## src/rtl/misalign_splitter_pkg.sv

```systemverilog
// Package: shared types and helpers for the misaligned access splitter.
// Assumes a 32-bit bus word of four byte lanes.
package misalign_splitter_pkg;
    localparam int LANES = 4;
    localparam int WORD_W = LANES * 8;

    localparam logic [1:0] SZ_BYTE = 2'd0;
    localparam logic [1:0] SZ_HALF = 2'd1;
    localparam logic [1:0] SZ_WORD = 2'd2;

    typedef logic [LANES-1:0][7:0] word_t;

    typedef enum logic [1:0] {ST_IDLE, ST_BEAT0, ST_BEAT1, ST_RESP} fsm_e;

    // Number of bytes moved by a size code (code 3 treated as a word).
    function automatic logic [2:0] size_bytes(input logic [1:0] sz);
        case (sz)
            SZ_BYTE: size_bytes = 3'd1;
            SZ_HALF: size_bytes = 3'd2;
            default: size_bytes = 3'd4;
        endcase
    endfunction

    // True when the access runs past the end of its bus word.
    function automatic logic crosses_word(input logic [1:0] off, input logic [1:0] sz);
        crosses_word = ({2'b00, off} + {1'b0, size_bytes(sz)}) > 4'd4;
    endfunction
endpackage

```

## src/rtl/misalign_splitter_lane_plan.sv

```systemverilog
// Lane planner: for an access of the given offset/size/byte order, computes
// the write strobes and positioned store data for the first and second word.
// Purely combinational; assumes offset+size never exceeds eight bytes.
module misalign_splitter_lane_plan
    import misalign_splitter_pkg::*;
(
    input  logic [1:0]        offset_i,
    input  logic [1:0]        size_i,
    input  logic              big_end_i,
    input  logic [WORD_W-1:0] wdata_i,
    output logic [LANES-1:0]  strb0_o,
    output logic [LANES-1:0]  strb1_o,
    output logic [WORD_W-1:0] word0_o,
    output logic [WORD_W-1:0] word1_o
);
    word_t      src;
    word_t      out0;
    word_t      out1;
    logic [3:0] lo;
    logic [3:0] n4;
    logic [3:0] pos;
    logic [3:0] rel;
    logic [3:0] vidx;
    logic [1:0] lane;

    assign src = wdata_i;

    // Walk the eight byte addresses of the two-word window and place each byte.
    always_comb begin
        lo      = {2'b00, offset_i};
        n4      = {1'b0, size_bytes(size_i)};
        strb0_o = '0;
        strb1_o = '0;
        out0    = '0;
        out1    = '0;
        pos     = '0;
        rel     = '0;
        vidx    = '0;
        lane    = '0;
        for (int j = 0; j < 2 * LANES; j++) begin
            pos = 4'(j);
            if (pos >= lo && pos < lo + n4) begin
                rel  = pos - lo;
                vidx = big_end_i ? (n4 - 4'd1 - rel) : rel;
                lane = big_end_i ? ~pos[1:0] : pos[1:0];
                if (pos[2]) begin
                    strb1_o[lane] = 1'b1;
                    out1[lane]    = src[vidx[1:0]];
                end else begin
                    strb0_o[lane] = 1'b1;
                    out0[lane]    = src[vidx[1:0]];
                end
            end
        end
    end

    assign word0_o = out0;
    assign word1_o = out1;
endmodule

```

## src/rtl/misalign_splitter_load_merge.sv

```systemverilog
// Load merger: gathers the requested bytes from the one or two captured bus
// words in the selected byte order and extends them to 32 bits.
// Purely combinational; word1_i is ignored when the access does not cross.
module misalign_splitter_load_merge
    import misalign_splitter_pkg::*;
(
    input  logic [WORD_W-1:0] word0_i,
    input  logic [WORD_W-1:0] word1_i,
    input  logic [1:0]        offset_i,
    input  logic [1:0]        size_i,
    input  logic              big_end_i,
    input  logic              signed_i,
    output logic [WORD_W-1:0] value_o
);
    word_t      w0;
    word_t      w1;
    word_t      val;
    logic [3:0] n4;
    logic [3:0] pos;
    logic [1:0] lane;
    logic       fill;

    assign w0 = word0_i;
    assign w1 = word1_i;

    // Pick value byte k from its memory address in the two-word window.
    always_comb begin
        n4   = {1'b0, size_bytes(size_i)};
        val  = '0;
        pos  = '0;
        lane = '0;
        for (int k = 0; k < LANES; k++) begin
            if (4'(k) < n4) begin
                pos  = {2'b00, offset_i} + (big_end_i ? (n4 - 4'd1 - 4'(k)) : 4'(k));
                lane = big_end_i ? ~pos[1:0] : pos[1:0];
                val[k] = pos[2] ? w1[lane] : w0[lane];
            end
        end
    end

    // Sign or zero extension by access size.
    always_comb begin
        case (size_i)
            SZ_BYTE: begin
                fill    = signed_i & val[0][7];
                value_o = {{24{fill}}, val[0]};
            end
            SZ_HALF: begin
                fill    = signed_i & val[1][7];
                value_o = {{16{fill}}, val[1], val[0]};
            end
            default: begin
                fill    = 1'b0;
                value_o = val;
            end
        endcase
    end
endmodule

```

## src/rtl/misalign_splitter.sv

```systemverilog
// Misaligned access splitter top: accepts one load/store at a time, issues one
// or two word beats (or faults in fault mode) and returns a single response.
// Assumes mem_rdata is valid in the cycle mem_ready is high; configuration is
// sampled at request acceptance.
module misalign_splitter
    import misalign_splitter_pkg::*;
#(
    parameter int ADDR_W = 32
) (
    input  logic              clk,
    input  logic              rst_n,
    input  logic              cfg_big_endian,
    input  logic              cfg_fault_mode,
    input  logic              req_valid,
    output logic              req_ready,
    input  logic [ADDR_W-1:0] req_addr,
    input  logic [1:0]        req_size,
    input  logic              req_write,
    input  logic              req_signed,
    input  logic [WORD_W-1:0] req_wdata,
    output logic              rsp_valid,
    output logic [WORD_W-1:0] rsp_rdata,
    output logic              rsp_fault,
    output logic              rsp_atomic,
    output logic              busy,
    output logic              mem_valid,
    input  logic              mem_ready,
    output logic [ADDR_W-1:0] mem_addr,
    output logic              mem_write,
    output logic [WORD_W-1:0] mem_wdata,
    output logic [LANES-1:0]  mem_strb,
    input  logic [WORD_W-1:0] mem_rdata
);
    localparam int WA = ADDR_W - 2;
    localparam logic [WA-1:0] WORD_STEP = WA'(1);

    fsm_e              state;
    logic [WA-1:0]     base_q;
    logic [1:0]        off_q;
    logic [1:0]        size_q;
    logic              write_q;
    logic              signed_q;
    logic              be_q;
    logic              split_q;
    logic              fault_q;
    logic [WORD_W-1:0] wdata_q;
    logic [WORD_W-1:0] rd0_q;
    logic [WORD_W-1:0] rd1_q;
    logic              accept;
    logic              crossing;
    logic [LANES-1:0]  strb0;
    logic [LANES-1:0]  strb1;
    logic [WORD_W-1:0] wword0;
    logic [WORD_W-1:0] wword1;
    logic [WORD_W-1:0] merged;

    assign accept   = req_valid && req_ready;
    assign crossing = crosses_word(req_addr[1:0], req_size);

    // Sequencer: idle -> beat0 -> (beat1) -> response, or idle -> response on fault.
    always_ff @(posedge clk) begin
        if (!rst_n) begin
            state <= ST_IDLE;
        end else begin
            case (state)
                ST_IDLE:  if (accept) state <= (crossing && cfg_fault_mode) ? ST_RESP : ST_BEAT0;
                ST_BEAT0: if (mem_ready) state <= split_q ? ST_BEAT1 : ST_RESP;
                ST_BEAT1: if (mem_ready) state <= ST_RESP;
                default:  state <= ST_IDLE;
            endcase
        end
    end

    // Request capture at acceptance.
    always_ff @(posedge clk) begin
        if (!rst_n) begin
            base_q   <= '0;
            off_q    <= '0;
            size_q   <= SZ_BYTE;
            write_q  <= 1'b0;
            signed_q <= 1'b0;
            be_q     <= 1'b0;
            split_q  <= 1'b0;
            fault_q  <= 1'b0;
            wdata_q  <= '0;
        end else if (accept) begin
            base_q   <= req_addr[ADDR_W-1:2];
            off_q    <= req_addr[1:0];
            size_q   <= req_size;
            write_q  <= req_write;
            signed_q <= req_signed;
            be_q     <= cfg_big_endian;
            split_q  <= crossing && !cfg_fault_mode;
            fault_q  <= crossing && cfg_fault_mode;
            wdata_q  <= req_wdata;
        end
    end

    // Read word capture on each completed beat.
    always_ff @(posedge clk) begin
        if (!rst_n) begin
            rd0_q <= '0;
            rd1_q <= '0;
        end else if (mem_valid && mem_ready) begin
            if (state == ST_BEAT1) rd1_q <= mem_rdata;
            else                   rd0_q <= mem_rdata;
        end
    end

    misalign_splitter_lane_plan u_plan (
        .offset_i  (off_q),
        .size_i    (size_q),
        .big_end_i (be_q),
        .wdata_i   (wdata_q),
        .strb0_o   (strb0),
        .strb1_o   (strb1),
        .word0_o   (wword0),
        .word1_o   (wword1)
    );

    misalign_splitter_load_merge u_merge (
        .word0_i   (rd0_q),
        .word1_i   (rd1_q),
        .offset_i  (off_q),
        .size_i    (size_q),
        .big_end_i (be_q),
        .signed_i  (signed_q),
        .value_o   (merged)
    );

    assign req_ready  = (state == ST_IDLE);
    assign busy       = (state != ST_IDLE);
    assign mem_valid  = (state == ST_BEAT0) || (state == ST_BEAT1);
    assign mem_addr   = {((state == ST_BEAT1) ? base_q + WORD_STEP : base_q), 2'b00};
    assign mem_write  = write_q;
    assign mem_wdata  = (state == ST_BEAT1) ? wword1 : wword0;
    assign mem_strb   = (state == ST_BEAT1) ? strb1 : strb0;
    assign rsp_valid  = (state == ST_RESP);
    assign rsp_fault  = fault_q;
    assign rsp_atomic = !split_q && !fault_q;
    assign rsp_rdata  = (write_q || fault_q) ? '0 : merged;

    // a stalled beat keeps its address and strobes.
    a_r7_beat_hold: assert property (@(posedge clk) disable iff (!rst_n)
        (mem_valid && !mem_ready) |=> (mem_valid && $stable(mem_addr) && $stable(mem_strb)));

    // the second beat of a split goes to the next word.
    a_r2_next_word: assert property (@(posedge clk) disable iff (!rst_n)
        (state == ST_BEAT0 && mem_ready && split_q) |=>
        (mem_valid && mem_addr == $past(mem_addr) + ADDR_W'(4)));

    // a faulted access answers next cycle without any bus beat.
    a_r6_fault_no_bus: assert property (@(posedge clk) disable iff (!rst_n)
        (accept && cfg_fault_mode && crossing) |=> (rsp_valid && rsp_fault && !mem_valid));

    // the response is a one-cycle pulse.
    a_r8_rsp_pulse: assert property (@(posedge clk) disable iff (!rst_n)
        rsp_valid |=> !rsp_valid);

    // an atomic response follows a completed beat and carries no fault.
    a_r1_atomic_beat: assert property (@(posedge clk) disable iff (!rst_n)
        (rsp_valid && rsp_atomic) |-> (!rsp_fault && $past(mem_valid && mem_ready)));

    // every beat enables at least one lane.
    a_r5_strb_nonzero: assert property (@(posedge clk) disable iff (!rst_n)
        mem_valid |-> (mem_strb != '0));
endmodule

```

## config.mk

```make
export PLATFORM = sky130hd
export DESIGN_NAME = misalign_splitter
export DESIGN_NICKNAME = d
export VERILOG_FILES = /design/src/rtl/misalign_splitter_pkg.sv /design/src/rtl/misalign_splitter_lane_plan.sv /design/src/rtl/misalign_splitter_load_merge.sv /design/src/rtl/misalign_splitter.sv
export SDC_FILE = /design/constraint.sdc
export NUM_CORES = 1
export LEC_CHECK = 0
export BUFFER_PORTS_ARGS = -buffer_cell sky130_fd_sc_hd__buf_2
export CAP_MARGIN = 20
export CORE_MARGIN = 4
export CORE_UTILIZATION = 48
export CTS_CLUSTER_SIZE = 8
export DETAILED_ROUTE_END_ITERATION = 16
export GPL_ROUTABILITY_DRIVEN = 1
export PLACE_DENSITY = 0.78
export SLEW_MARGIN = 20
export SYNTH_ARGS = -nofsm -noshare
export SYNTH_HDL_FRONTEND = slang
export SYNTH_HIERARCHICAL = 1
export SYNTH_SLANG_ARGS = --single-unit
```

## constraint.sdc

```tcl
create_clock -name clk -period 6.16 [get_ports clk]
set_input_delay 1.232 -clock clk [delete_from_list [all_inputs] [get_ports clk]]
set_output_delay 1.232 -clock clk [all_outputs]
set_load 0.05 [all_outputs]
```

Yosys cells after proc, flatten, opt, wreduce, memory -nomap -nowiden
Index checks and enable logic that the tools add are counted.
{"block": "totals", "reg_bits": 137, "latchBits": 0, "ram_bits": 0, "mem_bits_ro": 0, "input_bits": 106, "output_inout_bits": 107, "word_cells": 233, "n_memories": 0}
{"block": "op_classes", "addsub": 27, "n_mul": 0, "div_mod_pow": 0, "magnitude_cmp": 36, "n_eq_ne": 8, "shift": 0, "muxes": 111, "n_bitwise": 15, "n_reduce_logical": 24}
{"operator": "$mux W32", "count": 10}
{"operator": "$bmux W8 S2", "count": 16}
{"operator": "$mux W8", "count": 28}
{"operator": "$bwmux W32", "count": 6}
{"operator": "$and A32 B32 Y32", "count": 2}
{"operator": "$demux W8 S2", "count": 4}
{"operator": "$pmux W32 S2", "count": 1}
{"operator": "$lt A2 B3 Y1 const B", "count": 16}
{"operator": "$mux W2", "count": 20}
{"operator": "$mux W4", "count": 9}
{"operator": "$add A30 B1 Y30 const B", "count": 1}
{"operator": "$mux W30", "count": 1}
{"operator": "$or A4 B4 Y4", "count": 6}
{"operator": "$lt A3 B4 Y1 const A", "count": 4}
{"operator": "$sub A2 B2 Y2", "count": 8}
{"operator": "$add A2 B3 Y3", "count": 4}
{"operator": "$logic_and A1 B1 Y1", "count": 12}
{"operator": "$mux W3", "count": 4}
{"operator": "$pmux W3 S2", "count": 2}
{"operator": "$add A2 B3 Y4", "count": 2}
{"operator": "$demux W1 S2", "count": 4}
{"operator": "$ge A2 B1 Y1 const B", "count": 4}
{"operator": "$lt A1 B4 Y1 const A", "count": 2}
{"operator": "$lt A2 B4 Y1 const A", "count": 2}
{"operator": "other kinds (24)", "count": 53}

Depth between registers and ports, before layout
{"block": "depth", "word_depth": 16, "depth_mapped": 15, "depth_no_buf": 12}

Hierarchy
The synthesis kept the hierarchy.
{"mod": "misalign_splitter", "n_inst": 1, "cells_per_inst": 793, "area_per_inst_um2": 6202.2, "seq_area_each_um2": 2742.6}
{"mod": "misalign_splitter_load_merge", "n_inst": 1, "cells_per_inst": 291, "area_per_inst_um2": 3699.8, "seq_area_each_um2": 0.0}
{"mod": "misalign_splitter_lane_plan", "n_inst": 1, "cells_per_inst": 172, "area_per_inst_um2": 1835.5, "seq_area_each_um2": 0.0}

Worst setup path after synthesis
OpenSTA, ideal clock, no wires.
{"block": "synth_timing", "path_type": "reg-to-output", "from": "reg be_q", "to": "out rsp_rdata[25]", "arrival_time_ns": 3.833, "t_required_ns": 4.928, "path_slack_ns": 1.095, "stages_incl_launch_ff": 16, "n_path_buf": 4, "cell_sequence": "dfxtp_1 buf_4 buf_2 buf_1 nand2_1 inv_1 ha_1 inv_1 fa_1 xnor2_1 mux4_2 o211a_1 a31oi_2 buf_2 o211ai_1 and2_1"}
{"block": "synth_between", "elab_chain_cells": 11, "elab_cells_between_ends": 34, "cone_classes": "add/sub (3); mux (26); bitwise (5)"}
{"element": "start: declaration", "line": "misalign_splitter.sv:43", "text": "logic be_q;"}
{"element": "start signal: assignment", "line": "misalign_splitter.sv:92", "text": "be_q <= cfg_big_endian;"}
{"element": "$mux W3", "line": "misalign_splitter_load_merge.sv:34", "text": "pos = {2'b00, offset_i} + (big_end_i ? (n4 - 4'd1 - 4'(k)) : 4'(k));"}
{"element": "$add A2 B3 Y3", "line": "misalign_splitter_load_merge.sv:34"}
{"element": "$not A2 Y2", "line": "misalign_splitter_load_merge.sv:35", "text": "lane = big_end_i ? ~pos[1:0] : pos[1:0];"}
{"element": "$mux W2", "line": "misalign_splitter_load_merge.sv:35"}
{"element": "$bmux W8 S2", "line": "misalign_splitter_load_merge.sv:36", "text": "val[k] = pos[2] ? w1[lane] : w0[lane];"}
{"element": "$mux W8 (not written as such)", "line": "misalign_splitter_load_merge.sv:36"}
{"element": "$mux W8", "line": "misalign_splitter_load_merge.sv:36"}
{"element": "$mux W8", "line": "misalign_splitter_load_merge.sv:33", "text": "if (4'(k) < n4) begin"}
{"element": "$and A1 B1 Y1, on equally long branches", "line": "misalign_splitter_load_merge.sv:49, misalign_splitter_load_merge.sv:45"}
{"element": "$pmux W32 S2 *", "line": "misalign_splitter_load_merge.sv:43", "text": "case (size_i)"}
{"element": "net merged[25]", "line": "misalign_splitter.sv:55", "text": "logic [WORD_W-1:0] merged;"}
{"element": "$mux W32 *", "line": "misalign_splitter.sv:141", "text": "assign rsp_rdata = (write_q || fault_q) ? '0 : merged;"}
{"element": "end: declaration", "line": "misalign_splitter.sv:22", "text": "output logic [WORD_W-1:0] rsp_rdata,"}
The timed path passes the listed nets; every way through them passes the cells marked *. The select of a mux whose other input is x is not followed.

Final worst setup path
{"block": "layout_timing", "from": "reg size_q[1]", "to": "out rsp_rdata[20]"}
{"block": "layout_between", "elab_chain_cells": 15, "elab_cells_between_ends": 43, "cone_classes": "add/sub (6); order compare (3); eq/ne (1); mux (27); bitwise (5); reduce/logical (1)"}
{"element": "start: declaration", "line": "misalign_splitter.sv:40", "text": "logic [1:0] size_q;"}
{"element": "start signal: assignment", "line": "misalign_splitter.sv:89", "text": "size_q <= req_size;"}
{"element": "$eq A2 B1 Y1 / $logic_not A2 Y1 (equally long branches)"}
{"element": "$pmux W3 S2", "line": "misalign_splitter_pkg.sv:17", "text": "case (sz)"}
{"element": "$sub A3 B1 Y3"}
{"element": "$sub A3 B1 Y3", "line": "misalign_splitter_load_merge.sv:34"}
{"element": "$mux W3", "line": "misalign_splitter_load_merge.sv:34"}
{"element": "$add A2 B3 Y3", "line": "misalign_splitter_load_merge.sv:34"}
{"element": "$not A2 Y2", "line": "misalign_splitter_load_merge.sv:35"}
{"element": "$mux W2", "line": "misalign_splitter_load_merge.sv:35"}
{"element": "$bmux W8 S2", "line": "misalign_splitter_load_merge.sv:36"}
{"element": "$mux W8 (not written as such)", "line": "misalign_splitter_load_merge.sv:36"}
{"element": "$mux W8", "line": "misalign_splitter_load_merge.sv:36"}
{"element": "$mux W8", "line": "misalign_splitter_load_merge.sv:33"}
{"element": "$and A1 B1 Y1", "line": "misalign_splitter_load_merge.sv:49", "text": "fill = signed_i & val[1][7];"}
{"element": "$pmux W32 S2 *", "line": "misalign_splitter_load_merge.sv:43"}
{"element": "net merged[20]", "line": "misalign_splitter.sv:55"}
{"element": "$mux W32 *", "line": "misalign_splitter.sv:141"}
Marked as above.

==> impl_results.md <==
* Sequential share of power at 25.8%
* Met1 Usage GRT at 34.6%
* TritonCTS Buffers at 17
* Int Pwr at 2.82 mW
* Max-cap violations at 0
* Slowest CP cell: fa_1
* Hold WC Path Type: reg2reg
* Post-synthesis sequential area ratio at 23.4%
* Syn_area_per_cell at 9.35 um^2
* CTS clk-pin slew, worst paths at 0.06 ns
* Nets@finish at 1,534
* Port Buffer Count at 210
* Largest net degree at the start of global routing at 70
* Via/cell ratio at 6.10
* GRT Util Overall at 24.7%
* Vias at 10,606
* Vias in the first global route at 10,015
* Clk root buf: clkbuf_16
* Initial antenna violation count at 12
* CTS resizes at 0
* RSZ-0062 raised after global routing: false
* Synth warnings at 6
* Reg-to-Reg Start: state[0]
* Delay of the slowest critical-path stage at 1.11 ns
* Worst-path maximum fanout at 17
* CP cell instances: or2_2 -> ha_1 -> nand2b_1 -> fa_1 -> buf_4 -> mux4_2 -> mux4_1 -> nand2_1 -> nand3_1 -> and2_1 -> buf_2
* Most Used Layer, Global Route: met2
* Layout overhead on the synthesized area at 15.5%
* DRC violation count after routing at 0
* Final Cycle Share at 95.5%
* Cell variety after synth at 60
* # H-tree levels at 4
* Hold WS at 0.465 ns
* Worst Tran Pin Value at 0.993 ns
* Layout Utilization at 57.1%
* Worst path arrival time at 4.65 ns
* First-pass GRT wire length at 53,700 um
* Core Area at 0.0238 mm^2
* Die Wd at 164 um
* Switching Share at 44.6%
* Fin crit period at 5.88 ns
* Post-DRT Antenna Nets at 0
* Initial core utilization at 49.4%
* Final setup margin at 0.278 ns
* Layout cells sized above 1 at 34.4%
* Post-Syn Instances at 1,256
* Pleak at 5.66 nW
* Critical path launch point: size_q[1]
* M3 GR Usage at 7.69%
* Synth Flop Type: dfxtp_1
* Leading cell type in the layout, fill and taps excluded: nand2_1
* Fmax at 170 MHz
* Status: finished, final reports clean
* Max Slew Vio Count at 0
* GR met2 Demand/Resource at 37.7%
* EDFF count, synth at 0
* Critical Path End Type: primary output
* Kind of critical path: reg2out
* Final GP Congestion at 0.918
* CTS tree: built
* Row cnt at 56
* Most frequent cells in the layout: nand2_1 (296), buf_2 (210), a21oi_1 (139), dfxtp_1 (137), mux4_2 (120)
* Place WS at 0.745 ns
* CTS Sinks at 137
* Clock Tree Buf Depth at 2
* Setup Buffers After CTS at 0
* P per Cell Area at 375 mW/mm^2
* Synth Cell Area at 0.0117 mm^2
* DPL Wire Length at 24,800 um
* Die ar. at 0.0270 mm^2
* TritonRoute pass-1 iters at 8
* Comb power frac at 52.8%
* Clock Power Share at 21.4%
* Synthesized flop and latch total at 137
* Slew headroom at 33.6%
* Async set or reset register ratio after synthesis at 0%
* Io pins at 213
* WL per Instance at 19.4 um
* Setup violators final at 0
* WP data required at 4.93 ns
* First DRT Iteration DRCs at 1,067
* NetSw at 2.26 mW
* Layout Skew at 0.0108 ns
* Hold path start: signed_q
* Drt total wl at 33,700 um
* CP startpoint kind: register
* Final Hold Fails at 0
* GRT overflow at 0
* Latest clock arrival within the worst-skew pair at 0.41 ns
* CTS Hold Bufs at 0
* Setup TNS at 0 ns
* Die height at 164 um
* Worst path top cell family by delay: adder cells
* Worst vdd ir at 0.000252 V
* Crit path buffers/inverters at 2
[metal layers]
metal  vias up  wire (um)
li1       4883          -
met1      5104      14100
met2       530      15200
met5         -        107
met3        73       3660
met4        16        685
[area by class of cell]
type | instances | area [um^2]
fillers | 2011 | 10200
clock buffers | 19 | 443
well taps | 319 | 399
inverters | 21 | 82.6
clock inverters | 13 | 193
multi-input cells | 996 | 8480
diodes | 4 | 10.0
repair buffers | 231 | 1210
flip-flops and latches | 137 | 2740
[cell families after synthesis]
family	after synthesis	synth area share, %
buffers and inverters	124	4.91
muxes	245	34.9
AOI/OAI and AO/OA	238	12.8
adders and majority gates	24	2.94
DFF	137	23.4
and+or+nand+nor	448	17.8
xor gates and xnor gates	39	3.26
other	1	0.0319
[worst paths after layout]
kind                                 endpoint  slack [ns]  cells past startpoint
worst max-delay path            rsp_rdata[20]        0.28                     11
worst max register to register      rd0_q[18]        4.00                      5
worst min register to register       signed_q        0.47                      2
worst min-delay path                 signed_q        0.47                      2
[flip-flops by register name (all words and copies together), names as in the netlist]
| register | cells |
|---|---|
| wdata_q | 32 |
| be_q | 1 |
| size_q | 2 |
| rd0_q | 32 |
| split_q | 1 |
| rd1_q | 32 |
| rsp_fault | 1 |
| signed_q | 1 |
| state | 2 |
| off_q | 2 |
| mem_write | 1 |
| base_q | 30 |
[worst min-delay path: stages (launching register included)]
cell	delay [ns]
dfxtp_1	0.31
nand2_1	0.05
a21oi_1	0.05
[power by group through the flow]
stage	clock [mW]	combinational (mW)	sequential, mW
final	1.09	2.68	1.31
after global routing	1.15	2.88	1.33
after CTS	1.10	2.68	1.29
after detailed placement	0	2.67	1.31
after global placement	0	2.62	1.29
after floorplan	0	2.19	1.21
[synthesized netlist by cell type, drive strengths merged, types with 26 or more instances]
master,number,share of area [%]
buf,48,2.5
dfxtp,137,23
nor2,26,0.92
a21oi,140,6.0
mux2,61,5.9
mux4,124,24
and2,41,2.2
mux2i,60,5.1
clkbuf,55,1.8
a22o,64,4.8
nand2,298,9.5
[stage by stage]
step	power, mW	area, um^2	cells
final	5.08	13600	1740
after global routing	5.36	13600	1740
after CTS	5.07	13500	1736
after detailed placement	3.98	12900	1704
after global placement	3.91	12900	1704
after floorplan	3.40	11700	1257
(Power assumes the default switching activity.)
